`config.mk`:
```
export PLATFORM = sky130hd
export DESIGN_NAME = cm_uptimer
export DESIGN_NICKNAME = d
export VERILOG_FILES = /design/src/rtl/cm_uptimer_pkg.sv /design/src/rtl/cm_divider.sv /design/src/rtl/cm_pin_edge.sv /design/src/rtl/cm_count_core.sv /design/src/rtl/cm_uptimer.sv
export SDC_FILE = /design/constraint.sdc
export NUM_CORES = 1
export LEC_CHECK = 0
export BUFFER_PORTS_ARGS = -buffer_cell sky130_fd_sc_hd__clkbuf_2
export CORE_MARGIN = 2
export CORE_UTILIZATION = 45
export CTS_CLUSTER_DIAMETER = 200
export DETAILED_ROUTE_END_ITERATION = 6
export PLACE_DENSITY = 0.75
export SYNTH_ARGS = -nofsm -noshare
export SYNTH_HDL_FRONTEND = slang
export SYNTH_SLANG_ARGS = --single-unit
```
`constraint.sdc`:
```
create_clock -name clk -period 3.2 [get_ports clk]
set_input_delay 0.48 -clock clk [delete_from_list [all_inputs] [get_ports clk]]
set_output_delay 0.48 -clock clk [all_outputs]
set_load 0.01 [all_outputs]
```
`src/rtl/cm_uptimer_pkg.sv`:
```
package cm_uptimer_pkg;

    typedef enum logic [1:0] {
        MODE_ONESHOT  = 2'b00,
        MODE_PERIODIC = 2'b01,
        MODE_TOGGLE   = 2'b10,
        MODE_CONT     = 2'b11
    } tmr_mode_e;

    typedef enum logic [1:0] {
        ST_IDLE   = 2'b00,
        ST_COUNT  = 2'b01,
        ST_FROZEN = 2'b10
    } tmr_state_e;

    localparam int REG_DW = 32;
    localparam int REG_AW = 2;

    localparam logic [REG_AW-1:0] A_CTRL = 2'd0;
    localparam logic [REG_AW-1:0] A_CMP  = 2'd1;
    localparam logic [REG_AW-1:0] A_STS  = 2'd2;
    localparam logic [REG_AW-1:0] A_CNT  = 2'd3;

    // control word bit positions
    localparam int B_LIVE  = 8;
    localparam int B_WAKE  = 9;
    localparam int B_EVT   = 10;
    localparam int B_RISE  = 11;
    localparam int B_FILT  = 12;
    localparam int B_SRST  = 13;
    localparam int B_MODE  = 14;
    localparam int B_IEN   = 16;
    localparam int B_RUN   = 17;
    localparam int B_FREE  = 18;
    localparam int B_ACT   = 19;

endpackage

```
`src/rtl/cm_divider.sv`:
```
module cm_divider #(
    parameter int PRE_W = 8
) (
    input  logic             clk,
    input  logic             rst_n,
    input  logic             clr_i,
    input  logic             en_i,
    input  logic [PRE_W-1:0] div_i,
    output logic             tick_o
);

    logic [PRE_W-1:0] pcnt_q;

    assign tick_o = en_i && (pcnt_q == div_i);

    always_ff @(posedge clk or negedge rst_n) begin
        if (!rst_n) begin
            pcnt_q <= '0;
        end else if (clr_i) begin
            pcnt_q <= '0;
        end else if (en_i) begin
            pcnt_q <= tick_o ? '0 : pcnt_q + 1'b1;
        end
    end

endmodule

```
`src/rtl/cm_pin_edge.sv`:
```
module cm_pin_edge #(
    parameter int SYNC_N = 2
) (
    input  logic clk,
    input  logic rst_n,
    input  logic pin_i,
    input  logic filt_en_i,
    input  logic rise_sel_i,
    output logic edge_o
);

    logic [SYNC_N-1:0] sync_q;
    logic              samp_q;
    logic              filt_q;
    logic              prev_q;
    logic              s_now;

    generate
        if (SYNC_N == 1) begin : g_one
            always_ff @(posedge clk or negedge rst_n) begin
                if (!rst_n) sync_q <= '0;
                else        sync_q <= pin_i;
            end
        end else begin : g_chain
            always_ff @(posedge clk or negedge rst_n) begin
                if (!rst_n) sync_q <= '0;
                else        sync_q <= {sync_q[SYNC_N-2:0], pin_i};
            end
        end
    endgenerate

    assign s_now = sync_q[SYNC_N-1];

    // two-sample agreement filter
    always_ff @(posedge clk or negedge rst_n) begin
        if (!rst_n) begin
            samp_q <= 1'b0;
            filt_q <= 1'b0;
            prev_q <= 1'b0;
        end else begin
            samp_q <= s_now;
            if (!filt_en_i || (s_now == samp_q)) filt_q <= s_now;
            prev_q <= filt_q;
        end
    end

    assign edge_o = rise_sel_i ? (filt_q & ~prev_q) : (~filt_q & prev_q);

    p_filter_hold_r11: assert property (@(posedge clk) disable iff (!rst_n)
        (filt_en_i && (s_now != samp_q)) |=> $stable(filt_q));

endmodule

```
`src/rtl/cm_count_core.sv`:
```
module cm_count_core
    import cm_uptimer_pkg::*;
#(
    parameter int CNT_W = 24
) (
    input  logic             clk,
    input  logic             rst_n,
    input  logic             run_i,
    input  logic             halt_i,
    input  tmr_mode_e        mode_i,
    input  logic [CNT_W-1:0] cmp_i,
    input  logic             clr_i,
    input  logic             tick_i,
    output logic             go_o,
    output logic             active_o,
    output logic             match_o,
    output logic             tog_o,
    output logic [CNT_W-1:0] cnt_o
);

    tmr_state_e       state_q, state_d;
    logic [CNT_W-1:0] cnt_q;
    logic [CNT_W-1:0] cnt_nxt;
    logic             step;
    logic             hit;
    logic             tog_q;

    // state register
    always_ff @(posedge clk or negedge rst_n) begin
        if (!rst_n) state_q <= ST_IDLE;
        else        state_q <= state_d;
    end

    // next state: start, start-frozen, freeze, thaw, stop
    always_comb begin
        state_d = state_q;
        unique case (state_q)
            ST_IDLE: begin
                if (run_i) state_d = halt_i ? ST_FROZEN : ST_COUNT;
            end
            ST_COUNT: begin
                if (!run_i)      state_d = ST_IDLE;
                else if (halt_i) state_d = ST_FROZEN;
            end
            ST_FROZEN: begin
                if (!run_i)       state_d = ST_IDLE;
                else if (!halt_i) state_d = ST_COUNT;
            end
            default: state_d = ST_IDLE;
        endcase
    end

    // outputs of the state machine
    always_comb begin
        go_o     = (state_q == ST_COUNT) && run_i && !halt_i;
        active_o = (state_q == ST_COUNT);
    end

    assign step    = go_o && tick_i;
    assign cnt_nxt = cnt_q + 1'b1;
    assign hit     = step && (cnt_nxt == cmp_i);
    assign match_o = hit && !clr_i;

    always_ff @(posedge clk or negedge rst_n) begin
        if (!rst_n) begin
            cnt_q <= '0;
        end else if (clr_i) begin
            cnt_q <= '0;
        end else if (step) begin
            cnt_q <= (hit && (mode_i != MODE_CONT)) ? '0 : cnt_nxt;
        end
    end

    always_ff @(posedge clk or negedge rst_n) begin
        if (!rst_n)                                tog_q <= 1'b0;
        else if (match_o && mode_i == MODE_TOGGLE) tog_q <= ~tog_q;
    end

    assign cnt_o = cnt_q;
    assign tog_o = tog_q;

    p_step_one_r1: assert property (@(posedge clk) disable iff (!rst_n)
        !$stable(cnt_q) |-> (cnt_q == CNT_W'($past(cnt_q) + 1'b1) || cnt_q == '0));

    p_halt_freeze_r14: assert property (@(posedge clk) disable iff (!rst_n)
        (halt_i && !clr_i) |=> $stable(cnt_q));

    p_clear_zero_r4: assert property (@(posedge clk) disable iff (!rst_n)
        clr_i |=> (cnt_q == '0));

    p_toggle_flip_r7: assert property (@(posedge clk) disable iff (!rst_n)
        (match_o && mode_i == MODE_TOGGLE) |=> (tog_q != $past(tog_q)));

endmodule

```
`src/rtl/cm_uptimer.sv`:
```
module cm_uptimer
    import cm_uptimer_pkg::*;
#(
    parameter int CNT_W  = 24,
    parameter int PRE_W  = 8,
    parameter int SYNC_N = 2
) (
    input  logic              clk,
    input  logic              rst_n,
    input  logic              reg_wr,
    input  logic [REG_AW-1:0] reg_addr,
    input  logic [REG_DW-1:0] reg_wdata,
    output logic [REG_DW-1:0] reg_rdata,
    input  logic              evt_pin,
    input  logic              dbg_halt,
    output logic              irq,
    output logic              wake,
    output logic              tog
);

    localparam int CNT_PAD = REG_DW - CNT_W;
    localparam int PRE_PAD = B_LIVE - PRE_W;

    logic [PRE_W-1:0] pre_q;
    logic             live_q, wake_en_q, evt_q, rise_q, filt_q, ien_q, run_q, free_q;
    tmr_mode_e        mode_q;
    logic [CNT_W-1:0] cmp_q;
    logic [CNT_W-1:0] data_q;
    logic             flag_q, wflag_q;

    logic             wr_ctl, wr_cmp, wr_sts;
    logic             soft_rst, restart, clr;
    logic             halt_eff, go, active, match;
    logic             div_tick, pin_edge, tick;
    logic [CNT_W-1:0] cnt;
    logic             wake_cond;

    assign wr_ctl   = reg_wr && (reg_addr == A_CTRL);
    assign wr_cmp   = reg_wr && (reg_addr == A_CMP);
    assign wr_sts   = reg_wr && (reg_addr == A_STS);
    assign soft_rst = wr_ctl && reg_wdata[B_SRST];
    assign restart  = wr_cmp && (mode_q != MODE_CONT);
    assign clr      = soft_rst || restart;
    assign halt_eff = dbg_halt && !free_q;

    always_ff @(posedge clk or negedge rst_n) begin
        if (!rst_n) begin
            pre_q     <= '0;
            live_q    <= 1'b0;
            wake_en_q <= 1'b0;
            evt_q     <= 1'b0;
            rise_q    <= 1'b0;
            filt_q    <= 1'b0;
            mode_q    <= MODE_ONESHOT;
            ien_q     <= 1'b0;
            free_q    <= 1'b0;
        end else if (wr_ctl) begin
            pre_q     <= reg_wdata[PRE_W-1:0];
            live_q    <= reg_wdata[B_LIVE];
            wake_en_q <= reg_wdata[B_WAKE];
            evt_q     <= reg_wdata[B_EVT];
            rise_q    <= reg_wdata[B_RISE];
            filt_q    <= reg_wdata[B_FILT];
            mode_q    <= tmr_mode_e'(reg_wdata[B_MODE +: 2]);
            ien_q     <= reg_wdata[B_IEN];
            free_q    <= reg_wdata[B_FREE];
        end
    end

    always_ff @(posedge clk or negedge rst_n) begin
        if (!rst_n)                               run_q <= 1'b0;
        else if (wr_ctl)                          run_q <= reg_wdata[B_RUN] & ~reg_wdata[B_SRST];
        else if (match && mode_q == MODE_ONESHOT) run_q <= 1'b0;
    end

    always_ff @(posedge clk or negedge rst_n) begin
        if (!rst_n)      cmp_q <= '0;
        else if (wr_cmp) cmp_q <= reg_wdata[CNT_W-1:0];
    end

    cm_divider #(.PRE_W(PRE_W)) i_div (
        .clk    (clk),
        .rst_n  (rst_n),
        .clr_i  (clr),
        .en_i   (go && !evt_q),
        .div_i  (pre_q),
        .tick_o (div_tick)
    );

    cm_pin_edge #(.SYNC_N(SYNC_N)) i_edge (
        .clk        (clk),
        .rst_n      (rst_n),
        .pin_i      (evt_pin),
        .filt_en_i  (filt_q),
        .rise_sel_i (rise_q),
        .edge_o     (pin_edge)
    );

    assign tick = evt_q ? pin_edge : div_tick;

    cm_count_core #(.CNT_W(CNT_W)) i_core (
        .clk      (clk),
        .rst_n    (rst_n),
        .run_i    (run_q),
        .halt_i   (halt_eff),
        .mode_i   (mode_q),
        .cmp_i    (cmp_q),
        .clr_i    (clr),
        .tick_i   (tick),
        .go_o     (go),
        .active_o (active),
        .match_o  (match),
        .tog_o    (tog),
        .cnt_o    (cnt)
    );

    always_ff @(posedge clk or negedge rst_n) begin
        if (!rst_n)      data_q <= '0;
        else if (live_q) data_q <= cnt;
    end

    assign wake_cond = wake_en_q && flag_q;

    always_ff @(posedge clk or negedge rst_n) begin
        if (!rst_n) begin
            flag_q  <= 1'b0;
            wflag_q <= 1'b0;
        end else begin
            if (match)                        flag_q <= 1'b1;
            else if (wr_sts && reg_wdata[0])  flag_q <= 1'b0;
            if (wake_cond)                    wflag_q <= 1'b1;
            else if (wr_sts && reg_wdata[1])  wflag_q <= 1'b0;
        end
    end

    assign irq  = flag_q && ien_q;
    assign wake = wake_cond;

    always_comb begin
        reg_rdata = '0;
        unique case (reg_addr)
            A_CTRL: reg_rdata = {12'b0, active, free_q, run_q, ien_q, mode_q, 1'b0,
                                 filt_q, rise_q, evt_q, wake_en_q, live_q,
                                 {PRE_PAD{1'b0}}, pre_q};
            A_CMP:  reg_rdata = {{CNT_PAD{1'b0}}, cmp_q};
            A_STS:  reg_rdata = {30'b0, wflag_q, flag_q};
            A_CNT:  reg_rdata = {{CNT_PAD{1'b0}}, data_q};
            default: reg_rdata = '0;
        endcase
    end

    p_match_flag_r2: assert property (@(posedge clk) disable iff (!rst_n)
        match |=> flag_q);

    p_oneshot_stop_r6: assert property (@(posedge clk) disable iff (!rst_n)
        (match && mode_q == MODE_ONESHOT && !wr_ctl) |=> !run_q);

    p_soft_rst_run_r4: assert property (@(posedge clk) disable iff (!rst_n)
        soft_rst |=> (!run_q && cnt == '0));

    p_restart_zero_r5: assert property (@(posedge clk) disable iff (!rst_n)
        restart |=> (cnt == '0));

    p_wake_sets_r12: assert property (@(posedge clk) disable iff (!rst_n)
        wake |=> wflag_q);

endmodule

```
==> results.sh <==
export IMPL_status="finished, final reports clean"
export IMPL_grt_remaining_overflow=0
export IMPL_cp_data_required_time_ns=3.44
export IMPL_clock_latency_ns=0.36
export IMPL_slowest_delay_ns=0.50
export IMPL_timing_rr_start="i_core.state_q[1]"
export IMPL_slew_viol_final=0
export IMPL_yosysSeqAreaShare_pct=44.1
export IMPL_clk_pin_slew_ns=0.08
export IMPL_rrSetupSlack_ns=0.22
export IMPL_clock_sinks=108
export IMPL_path_buf_inv=1
export IMPL_clockRootBuffer="clkbuf_16"
export IMPL_slowest_stage="nor3_1"
export IMPL_end_kind="flip-flop"
export IMPL_power_density_mw_per_mm2=485
export IMPL_period_share_pct=93.3
export IMPL_cp_max_fo=8
export IMPL_synth_cells=598
export IMPL_grt_pass1_vias=4877
export IMPL_h_tree_depth=3
export IMPL_ys_ff_latch=108
export IMPL_setup_viol=0
export IMPL_path_cells="nor3b_1, and3_1, nand4_1, nor3_1, a21oi_1, buf_4, or3_1, xnor2_1, nor2_1"
export IMPL_skew_ns=0.0100
export IMPL_p_leak_nw=3.12
export IMPL_cts_hold_buffers=0
export IMPL_nets=701
export IMPL_std_cell_rows=42
export IMPL_port_buffers=57
export IMPL_maxClockFrequency_ghz=0.335
export IMPL_layout_drive_gt1_share_pct=28.0
export IMPL_die_area_mm2=0.0146
export IMPL_cts_made_buffers=9
export IMPL_via_per_inst=5.76
export IMPL_final_cell_mix="dfrtp_1 (108), mux2_2 (65), clkbuf_2 (56), nor2_1 (51), nand2_1 (48)"
export IMPL_maxCapViolCount=0
export IMPL_crit_path_start="i_core.state_q[1]"
export IMPL_max_slew_margin_pct=46.2
export IMPL_dr_first_iter_drc_count=337
export IMPL_post_dp_hpwl_mm=11.2
export IMPL_syn_area_per_cell_um2=10.2
export IMPL_die_x_um=121
export IMPL_finalHoldViolations=0
export IMPL_num_antenna_cells=0
export IMPL_wire_per_inst_um=18.0
export IMPL_area_growth_pct=14.1
export IMPL_setup_tns_ns=0
export IMPL_mappedNetlistArea_mm2=0.00612
export IMPL_antenna_found_initial=0
export IMPL_final_common_cell="dfrtp_1"
export IMPL_place_congestion=0.892
export IMPL_grt_pass1_wl_mm=25.1
export IMPL_max_slew_worst_pin_slew_ns=0.808
export IMPL_arrival_ns=3.23
export IMPL_critPathKind="flip-flop to flip-flop"
export IMPL_rsz0062_at_grt="no"
export IMPL_initial_core_util_pct=46.2
export IMPL_ys_types=59
export IMPL_cts_tree="yes"
export IMPL_wl_mm=15.2
export IMPL_drcViolationCount=0
export IMPL_power_mw=3.39
export IMPL_yosys_warnings=0
export IMPL_finalCriticalPeriod_ns=2.98
export IMPL_cts_buffer_depth=2
export IMPL_vdd_drop_max_mv=0.345
export IMPL_drtPass1Iterations=5
export IMPL_vias=4841
export IMPL_die_h_um=121
export IMPL_ant_nets=0
export IMPL_grt_max_degree=64
export IMPL_synth_edf_count=0
export IMPL_hold_class="input port to asynchronous set/reset pin"
export IMPL_critical_path_top_delay_family="simple AND/OR/NAND/NOR gates"
export IMPL_synth_flop_cell="dfrtp_1"
export IMPL_async_reset_ff_share_pct=100
export IMPL_io_pins=74
export IMPL_grt_usage_pct=21.7
export IMPL_core_region_area_mm2=0.0132
export IMPL_cp_start_kind="flip-flop"
## registers in the layout (all words and copies together) (netlist names), 2 cells and up
signal	count
i_div.pcnt_q	8
i_core.state_q	2
pre_q	8
cmp_q	24
i_core.cnt_o	24
data_q	24
i_edge.sync_q	2
mode_q	2
## area by class of cell
type,count,area (um^2)
Timing Repair Buffer,91,568
Inverter,7,26.3
Clock buffer,9,225
Multi-Input combinational cell,443,3170
Fill cell,1180,6260
Clock inverter,7,70.1
Sequential cell,108,2700
Tap cell,176,220
## logic make-up (layout without fill, tap and decap cells)
group / Yosys count / in the layout / synth area share [%]
buffers and inverters: 54 / 114 / 4.54
and+or+nand+nor: 205 / 205 / 17.8
AOI/OAI and AO/OA: 78 / 78 / 8.05
other: 1 / 8 / 0.0613
xor gates and xnor gates: 61 / 61 / 8.73
DFF: 108 / 108 / 44.1
adders and majority gates: 2 / 2 / 0.409
muxes: 89 / 89 / 16.3
## synth_stat cells (8+ instances only)
| master | number | area, um^2 |
|---|---|---|
| xor2_1 | 28 | 245 |
| buf_4 | 13 | 97.6 |
| nand4_1 | 11 | 68.8 |
| nor2b_1 | 8 | 50.1 |
| mux2i_1 | 22 | 220 |
| o21ai_0 | 33 | 165 |
| buf_2 | 9 | 45.0 |
| mux2_2 | 65 | 732 |
| clkbuf_1 | 21 | 78.8 |
| nand2_1 | 48 | 180 |
| a21oi_1 | 16 | 80.1 |
| nand3_1 | 21 | 105 |
| dfrtp_1 | 108 | 2700 |
| nor2_1 | 51 | 191 |
| nor4_1 | 9 | 56.3 |
| xnor2_1 | 33 | 289 |
## timing repair
action | CTS | global route
resized for setup | 0 | 1
buffers inserted | 0 | 0
endpoints found under the setup margin | 0 | 20
## stage by stage
step           util (%)  instances  hold slack [ns]  instance area [um^2]  worst slack [ns]
2_1_floorplan         -        605            0.184                  6150             0.497
3_3_place_gp       50.5        825            0.343                  6690             0.337
3_5_place_dp       50.5        825            0.356                  6690             0.249
4_1_cts            52.7        841            0.147                  6990             0.246
5_1_grt            52.8        841            0.181                  6990            0.0163
6_report           52.8        841            0.128                  6990             0.215
## layer usage
layer	vias up	global-route usage, %	routed length, um
li1	2219	-	-
met4	0	6.90	301
met5	-	0	0
met1	2452	30.4	6910
met2	144	35.0	7350
met3	26	2.92	592
## report_power, final
part / switching (mW) / total [mW] / internal (mW)
combinational: 0.342 / 0.646 / 0.304
sequential: 0.147 / 1.63 / 1.49
clock: 0.561 / 1.11 / 0.549
total: 1.05 / 3.39 / 2.34
## final timing paths
check	endpoint	depth (start not counted)
min	i_edge.samp_q	1
max reg2reg	i_core.cnt_o[5]	9
max	i_core.cnt_o[5]	9
min in group clk	i_edge.sync_q[0]	1
max in group asynchronous	i_core.cnt_o[3]	2
min reg2reg	i_edge.sync_q[1]	0
Power figures use the tool's default switching activity.
